<file path="src/rtl/dda_pkg.sv">
package dda_pkg;
    localparam int FRAC = 12;

    typedef enum logic [2:0] {
        DEPTH_16 = 3'd4,
        DEPTH_32 = 3'd5
    } depth_e;

    function automatic logic [1:0] bytes_shift(input logic [2:0] code);
        return (code == DEPTH_16) ? 2'd1 : 2'd2;
    endfunction
endpackage

</file>
<file path="src/rtl/dda_div.sv">
module dda_div #(
    parameter int NW = 20,
    parameter int DW = 8
) (
    input  logic          clk,
    input  logic          rst_n,
    input  logic          start_i,
    input  logic [NW-1:0] num_i,
    input  logic [DW-1:0] den_i,
    output logic          done_o,
    output logic [NW-1:0] quo_o
);
    localparam int CW = $clog2(NW + 1);
    localparam int PW = NW + DW;

    typedef struct packed {
        logic          busy;
        logic          done;
        logic [NW-1:0] q;
        logic [DW-1:0] r;
        logic [DW-1:0] den;
        logic [NW-1:0] num;
        logic [CW-1:0] cnt;
    } div_st_t;

    div_st_t s_d, s_q;
    logic [DW:0] sh;

    always_comb begin
        s_d = s_q;
        sh  = {s_q.r, s_q.q[NW-1]};
        if (start_i) begin
            s_d.busy = 1'b1;
            s_d.done = 1'b0;
            s_d.q    = num_i;
            s_d.r    = '0;
            s_d.den  = den_i;
            s_d.num  = num_i;
            s_d.cnt  = CW'(NW);
        end else if (s_q.busy) begin
            if (sh >= {1'b0, s_q.den}) begin
                s_d.r = DW'(sh - {1'b0, s_q.den});
                s_d.q = {s_q.q[NW-2:0], 1'b1};
            end else begin
                s_d.r = sh[DW-1:0];
                s_d.q = {s_q.q[NW-2:0], 1'b0};
            end
            s_d.cnt = s_q.cnt - 1'b1;
            if (s_q.cnt == CW'(1)) begin
                s_d.busy = 1'b0;
                s_d.done = 1'b1;
            end
        end
    end

    always_ff @(posedge clk or negedge rst_n) begin
        if (!rst_n) s_q <= '0;
        else        s_q <= s_d;
    end

    assign done_o = s_q.done;
    assign quo_o  = s_q.q;

    // a finished quotient and remainder reproduce the dividend
    a_r1_quotient_exact: assert property (@(posedge clk) disable iff (!rst_n)
        (s_q.done && !s_q.busy) |->
        (PW'(s_q.q) * PW'(s_q.den) + PW'(s_q.r) == PW'(s_q.num)) && (s_q.r < s_q.den));

    // a start always leaves the result marked not done
    a_r7_start_clears_done: assert property (@(posedge clk) disable iff (!rst_n)
        start_i |=> !done_o);
endmodule

</file>
<file path="src/rtl/dda_axis.sv">
module dda_axis #(
    parameter int ACCW = 21
) (
    input  logic            clk,
    input  logic            rst_n,
    input  logic            clr_i,
    input  logic            step_i,
    input  logic [ACCW-1:0] inc_i,
    output logic [ACCW-1:0] acc_o
);
    typedef struct packed {
        logic [ACCW-1:0] acc;
    } axis_st_t;

    axis_st_t s_d, s_q;

    always_comb begin
        s_d = s_q;
        if (clr_i)       s_d.acc = '0;
        else if (step_i) s_d.acc = s_q.acc + inc_i;
    end

    always_ff @(posedge clk or negedge rst_n) begin
        if (!rst_n) s_q <= '0;
        else        s_q <= s_d;
    end

    assign acc_o = s_q.acc;

    // a clear leaves the accumulator at zero
    a_r2_clear_zero: assert property (@(posedge clk) disable iff (!rst_n)
        clr_i |=> (acc_o == '0));

    // without a step or clear the accumulator holds
    a_r8_hold: assert property (@(posedge clk) disable iff (!rst_n)
        (!clr_i && !step_i) |=> $stable(acc_o));
endmodule

</file>
<file path="src/rtl/dda_scaler_agen.sv">
module dda_scaler_agen
    import dda_pkg::*;
#(
    parameter int SZW = 12,
    parameter int AW  = 32
) (
    input  logic             clk,
    input  logic             rst_n,
    input  logic             cfg_load,
    input  logic [SZW-1:0]   cfg_src_w,
    input  logic [SZW-1:0]   cfg_src_h,
    input  logic [SZW-1:0]   cfg_out_w,
    input  logic [SZW-1:0]   cfg_out_h,
    input  logic [SZW-1:0]   cfg_off_x,
    input  logic [SZW-1:0]   cfg_off_y,
    input  logic [AW-1:0]    cfg_stride,
    input  logic [AW-1:0]    cfg_base,
    input  logic [2:0]       cfg_depth,
    input  logic             frame_start,
    input  logic             line_adv,
    input  logic             pix_adv,
    output logic             ready,
    output logic             cfg_err,
    output logic             color_expand,
    output logic [SZW+1:0]   line_bytes,
    output logic [AW-1:0]    src_addr,
    output logic [FRAC-1:0]  h_phase,
    output logic [FRAC-1:0]  v_phase
);
    localparam int NW   = SZW + FRAC;
    localparam int ACCW = NW + 1;
    localparam int IW   = ACCW - FRAC;

    typedef struct packed {
        logic           err;
        logic [2:0]     depth;
        logic [SZW-1:0] src_w;
        logic [SZW-1:0] off_x;
        logic [SZW-1:0] off_y;
        logic [AW-1:0]  stride;
        logic [AW-1:0]  base;
    } cfg_st_t;

    cfg_st_t s_d, s_q;

    logic             depth_ok;
    logic [NW-1:0]    div_num  [2];
    logic [SZW-1:0]   div_den  [2];
    logic [NW-1:0]    div_quo  [2];
    logic             div_done [2];
    logic             ax_clr   [2];
    logic             ax_step  [2];
    logic [ACCW-1:0]  ax_acc   [2];
    logic [SZW-1:0]   size_in  [2];
    logic [SZW-1:0]   outs_in  [2];

    assign depth_ok   = (cfg_depth == DEPTH_16) || (cfg_depth == DEPTH_32);
    assign size_in[0] = cfg_src_w;
    assign size_in[1] = cfg_src_h;
    assign outs_in[0] = cfg_out_w;
    assign outs_in[1] = cfg_out_h;

    assign ready = div_done[0] && div_done[1] && !s_q.err;

    // axis 0 is horizontal, axis 1 is vertical
    assign ax_clr[0]  = cfg_load || frame_start || line_adv;
    assign ax_step[0] = pix_adv && ready;
    assign ax_clr[1]  = cfg_load || frame_start;
    assign ax_step[1] = line_adv && ready;

    for (genvar g = 0; g < 2; g++) begin : g_axis
        assign div_num[g] = {size_in[g], {FRAC{1'b0}}};
        assign div_den[g] = (outs_in[g] <= SZW'(1)) ? SZW'(1) : outs_in[g] - SZW'(1);

        dda_div #(.NW(NW), .DW(SZW)) u_div (
            .clk     (clk),
            .rst_n   (rst_n),
            .start_i (cfg_load && depth_ok),
            .num_i   (div_num[g]),
            .den_i   (div_den[g]),
            .done_o  (div_done[g]),
            .quo_o   (div_quo[g])
        );

        dda_axis #(.ACCW(ACCW)) u_axis (
            .clk    (clk),
            .rst_n  (rst_n),
            .clr_i  (ax_clr[g]),
            .step_i (ax_step[g]),
            .inc_i  (ACCW'(div_quo[g])),
            .acc_o  (ax_acc[g])
        );
    end

    always_comb begin
        s_d = s_q;
        if (cfg_load) begin
            s_d.err = !depth_ok;
            if (depth_ok) begin
                s_d.depth  = cfg_depth;
                s_d.src_w  = cfg_src_w;
                s_d.off_x  = cfg_off_x;
                s_d.off_y  = cfg_off_y;
                s_d.stride = cfg_stride;
                s_d.base   = cfg_base;
            end
        end
    end

    always_ff @(posedge clk or negedge rst_n) begin
        if (!rst_n) begin
            s_q       <= '0;
            s_q.depth <= DEPTH_32;
        end else begin
            s_q <= s_d;
        end
    end

    logic [1:0]    bsh;
    logic [IW-1:0] col_i, row_i;
    logic [AW-1:0] row_a, col_a;

    always_comb begin
        bsh          = bytes_shift(s_q.depth);
        col_i        = ax_acc[0][ACCW-1:FRAC];
        row_i        = ax_acc[1][ACCW-1:FRAC];
        row_a        = AW'(s_q.off_y) + AW'(row_i);
        col_a        = AW'(s_q.off_x) + AW'(col_i);
        src_addr     = s_q.base + row_a * s_q.stride + (col_a << bsh);
        h_phase      = ax_acc[0][FRAC-1:0];
        v_phase      = ax_acc[1][FRAC-1:0];
        color_expand = (s_q.depth == DEPTH_16);
        line_bytes   = (SZW+2)'(s_q.src_w) << bsh;
        cfg_err      = s_q.err;
    end

    // the cycle after a load never reports ready
    a_r7_load_drops_ready: assert property (@(posedge clk) disable iff (!rst_n)
        cfg_load |=> !ready);

    // an unsupported depth blocks ready
    a_r5_err_blocks_ready: assert property (@(posedge clk) disable iff (!rst_n)
        cfg_err |-> !ready);

    // a frame start wins over a line advance on the vertical axis
    a_r9_frame_wins: assert property (@(posedge clk) disable iff (!rst_n)
        (frame_start && line_adv) |=> (v_phase == '0) && (ax_acc[1] == '0));

    // a line advance returns the horizontal phase to zero
    a_r2_line_clears_h: assert property (@(posedge clk) disable iff (!rst_n)
        line_adv |=> (h_phase == '0));
endmodule

</file>
<file path="config.mk">
export PLATFORM = sky130hd
export DESIGN_NAME = dda_scaler_agen
export DESIGN_NICKNAME = d
export VERILOG_FILES = /design/src/rtl/dda_pkg.sv /design/src/rtl/dda_div.sv /design/src/rtl/dda_axis.sv /design/src/rtl/dda_scaler_agen.sv
export SDC_FILE = /design/constraint.sdc
export NUM_CORES = 2
export LEC_CHECK = 0
export CORE_MARGIN = 2
export CORE_UTILIZATION = 25
export DETAILED_ROUTE_END_ITERATION = 16
export HOLD_SLACK_MARGIN = 0.02
export PLACE_DENSITY = 0.4
export SLEW_MARGIN = 10
export SYNTH_ARGS = -nofsm -noshare
export SYNTH_HDL_FRONTEND = slang
export SYNTH_SLANG_ARGS = --single-unit
</file>
<file path="constraint.sdc">
create_clock -name clk -period 15.4 [get_ports clk]
set_input_delay 1.54 -clock clk [delete_from_list [all_inputs] [get_ports clk]]
set_output_delay 1.54 -clock clk [all_outputs]
set_load 0.02 [all_outputs]
</file>
==> reports/qor.yml <==
yosys:
  synth_seq_cells: 264
  synth_top_flop_cell: "dfrtp_1"
  ys_async_sr_fraction_pct: 100.0
  syn_inst: 2952
  synth-seq-area-share_pct: 24.99
  syn_avg_cell_area_um2: 8.958
  synth_edf_count: 0
  yosysUniqueCellTypes: 66
  syn-cell-area_um2: 26440
  yosys_warnings: 0
worst_setup_path:
  critPathRequiredTime_ns: 13.86
  slowest_stage: "clkdlybuf4s50_1"
  crit_fanout: 20
  critPathBufInv: 5
  cp_top_family: "adder cells"
  crit_top_cell: "fa_1"
  critPathArrivalTime_ns: 9.84
  crit_type: "flop to output port"
  start_kind: "flop"
  endpoint_kind: "output port"
  crit_path_max_incr_delay_ns: 0.63
cts:
  clk_latency_ns: 0.61
  cts_htree_levels: 2
  cts_hold_buf: 0
  root_buffer: "clkbuf_16"
  numCtsBuffers: 38
  cts_buffer_depth: 3
  numClockSinks: 264
  post-cts-setup-buffers: 0
  clk_pin_slew_worst_paths_ns: 0.06
  ctsResizeCount: 0
  cts_tree: "built"
run_status:
  outcome: "complete, no violations"
placement:
  gp_congestion: 0.7949
  port_buffers: 216
  dp_hpwl_um: 58950
final_layout:
  final_common_cell: "nand2_1"
  fill_cells: 11280
  drive_gt1_share_pct: 4.570
  antenna_cells: 0
  final_nets: 3753
  syn_to_final_growth_pct: 18.71
  final_cell_mix: "nand2_1 (687), inv_1 (386), fa_1 (323)"
die:
  die_area_um2: 108400
  die_x_um: 329.2
  die_h_um: 329.2
  initial_core_util_pct: 25.16
  io_pins: 218
  core_area_um2: 105100
  fp-row-count: 119
hold_path:
  min_path_type: "flop to flop"
grt:
  grt_pass1_wl_um: 122400
  grt_pass1_vias: 20660
  grt_max_degree: 85
  overflow: 0
  grtUsageTotal_pct: 14.52
  antenna_found_initial: 6
sta:
  finalCritPeriodShare_pct: 73.91
  setup_tns_ns: 0
  fmax_mhz: 87.86
  rsz0062_at_grt: "no"
  hold_viol: 0
  slew_headroom_pct: 31.68
  setup_viol: 0
  report.final.slew_viol_count: 0
  finClkSkew_ns: 0.02128
  min_period_ns: 11.38
  tightestPinTransition_ns: 1.025
route:
  drt_pass1_iterations: 5
  drc_errors: 0
  drtIter0Drc: 828
  viasPerCell: 4.285
  routed-via-count: 19370
  ant_nets: 0
  wire_per_inst_um: 17.02
  drt_wl_total_um: 76920
run:
  drv_cap: 0
## cells in the mapped netlist (all sizes together) (3+ instances only)
cell type  instances  share of area, %
a31oi              3             0.071
a21o              39               1.1
clkbuf           114               1.6
nor2b             18              0.43
a22o              23              0.76
xor2              48               1.6
o31ai              6              0.19
nand4             10              0.24
and2             133               3.1
nor2             121               1.7
nor3              21              0.40
nand3              5             0.095
nand3b             3             0.085
mux2i             62               2.3
xnor2            109               3.6
o211ai             7              0.20
nor4               7              0.17
nand2            689               9.8
o21bai            17              0.48
or2                3             0.071
a211o              4              0.13
a21oi            112               2.2
a21boi             7              0.20
o21ai             88               1.7
buf               35              0.86
a221oi             3              0.12
o22ai             22              0.52
ha               182               8.6
fa               324                25
or3                3             0.071
o311ai             3              0.16
nand2b            21              0.50
o21a              13              0.37
inv              387               5.5
a211oi            23              0.65
and3               5              0.12
dfrtp            262                25
## worst min-delay path, cell delays in order, from the launching register on
cell     delay [ns]
dfstp_2        0.36
nand2_1        0.05
nand2_1        0.05
## flip-flops by register name (all words and copies together), names as in the netlist
| signal | flops |
|---|---|
| g_axis.u_div.s_q | 60 |
| g_axis.u_axis.acc_o | 50 |
| g_axis.u_div.done_o | 2 |
| s_q | 103 |
| g_axis.u_div.quo_o | 48 |
| cfg_err | 1 |
## metrics by stage
stage	hold WS [ns]	instances	worst slack (ns)	util (%)	area, um^2
5_1_grt	0.4783	4520	3.381	29.86	31390
6_report	0.4590	4520	4.018	29.86	31390
2_1_floorplan	0.4391	2954	5.804	-	26450
3_5_place_dp	0.4565	4453	4.514	28.62	30090
3_3_place_gp	0.4539	4453	4.529	28.62	30090
4_1_cts	0.4659	4520	3.841	29.86	31390
## layer usage
layer | global-route usage, % | wire, um | up-vias
met3 | 2.288 | 2722 | 62
li1 | - | - | 9533
met1 | 20.35 | 37540 | 9540
met4 | 2.767 | 1122 | 8
met5 | 0 | 50 | -
met2 | 23.72 | 35490 | 225
## cells by family (layout without fill, tap and decap cells)
group / Yosys count / in the layout / share of synthesized area, %
and+or+nand+nor: 1046 / 1046 / 17.05
xor gates and xnor gates: 157 / 157 / 5.229
AOI/OAI and AO/OA: 378 / 378 / 9.165
buffers and inverters: 536 / 711 / 7.973
adders and majority gates: 506 / 506 / 33.14
muxes: 64 / 64 / 2.432
DFF: 264 / 264 / 24.99
other: 1 / 3 / 0.01418
## final timing paths
kind / cells past startpoint / slack, ns / start / endpoint
max: 36 / 4.02 / g_axis[1].u_axis.acc_o[12] / src_addr[31]
min: 2 / 0.46 / s_q[100] / s_q[100]
max reg2reg: 17 / 11.45 / g_axis[1].u_axis.acc_o[0] / g_axis[1].u_axis.acc_o[22]
min reg2reg: 2 / 0.46 / s_q[100] / s_q[100]
max in group asynchronous: 2 / 13.02 / rst_n / s_q[43]
min in group asynchronous: 1 / 0.97 / rst_n / s_q[37]
## final cells by class
cell class              instances  area [um^2]  share of cell area, %
clock buffers                  56         1129                  3.595
clock inverters                11        176.4                 0.5620
inverters                     387         1453                  4.628
multi-input cells            2154        17810                  56.73
flip-flops and latches        264         6611                  21.06
well taps                    1391         1740                  5.544
repair buffers                257         2475                  7.884
Power is left out: the tool's default activity adds up to more than one toggle a clock period on the data nets, which glitch-free logic cannot reach.
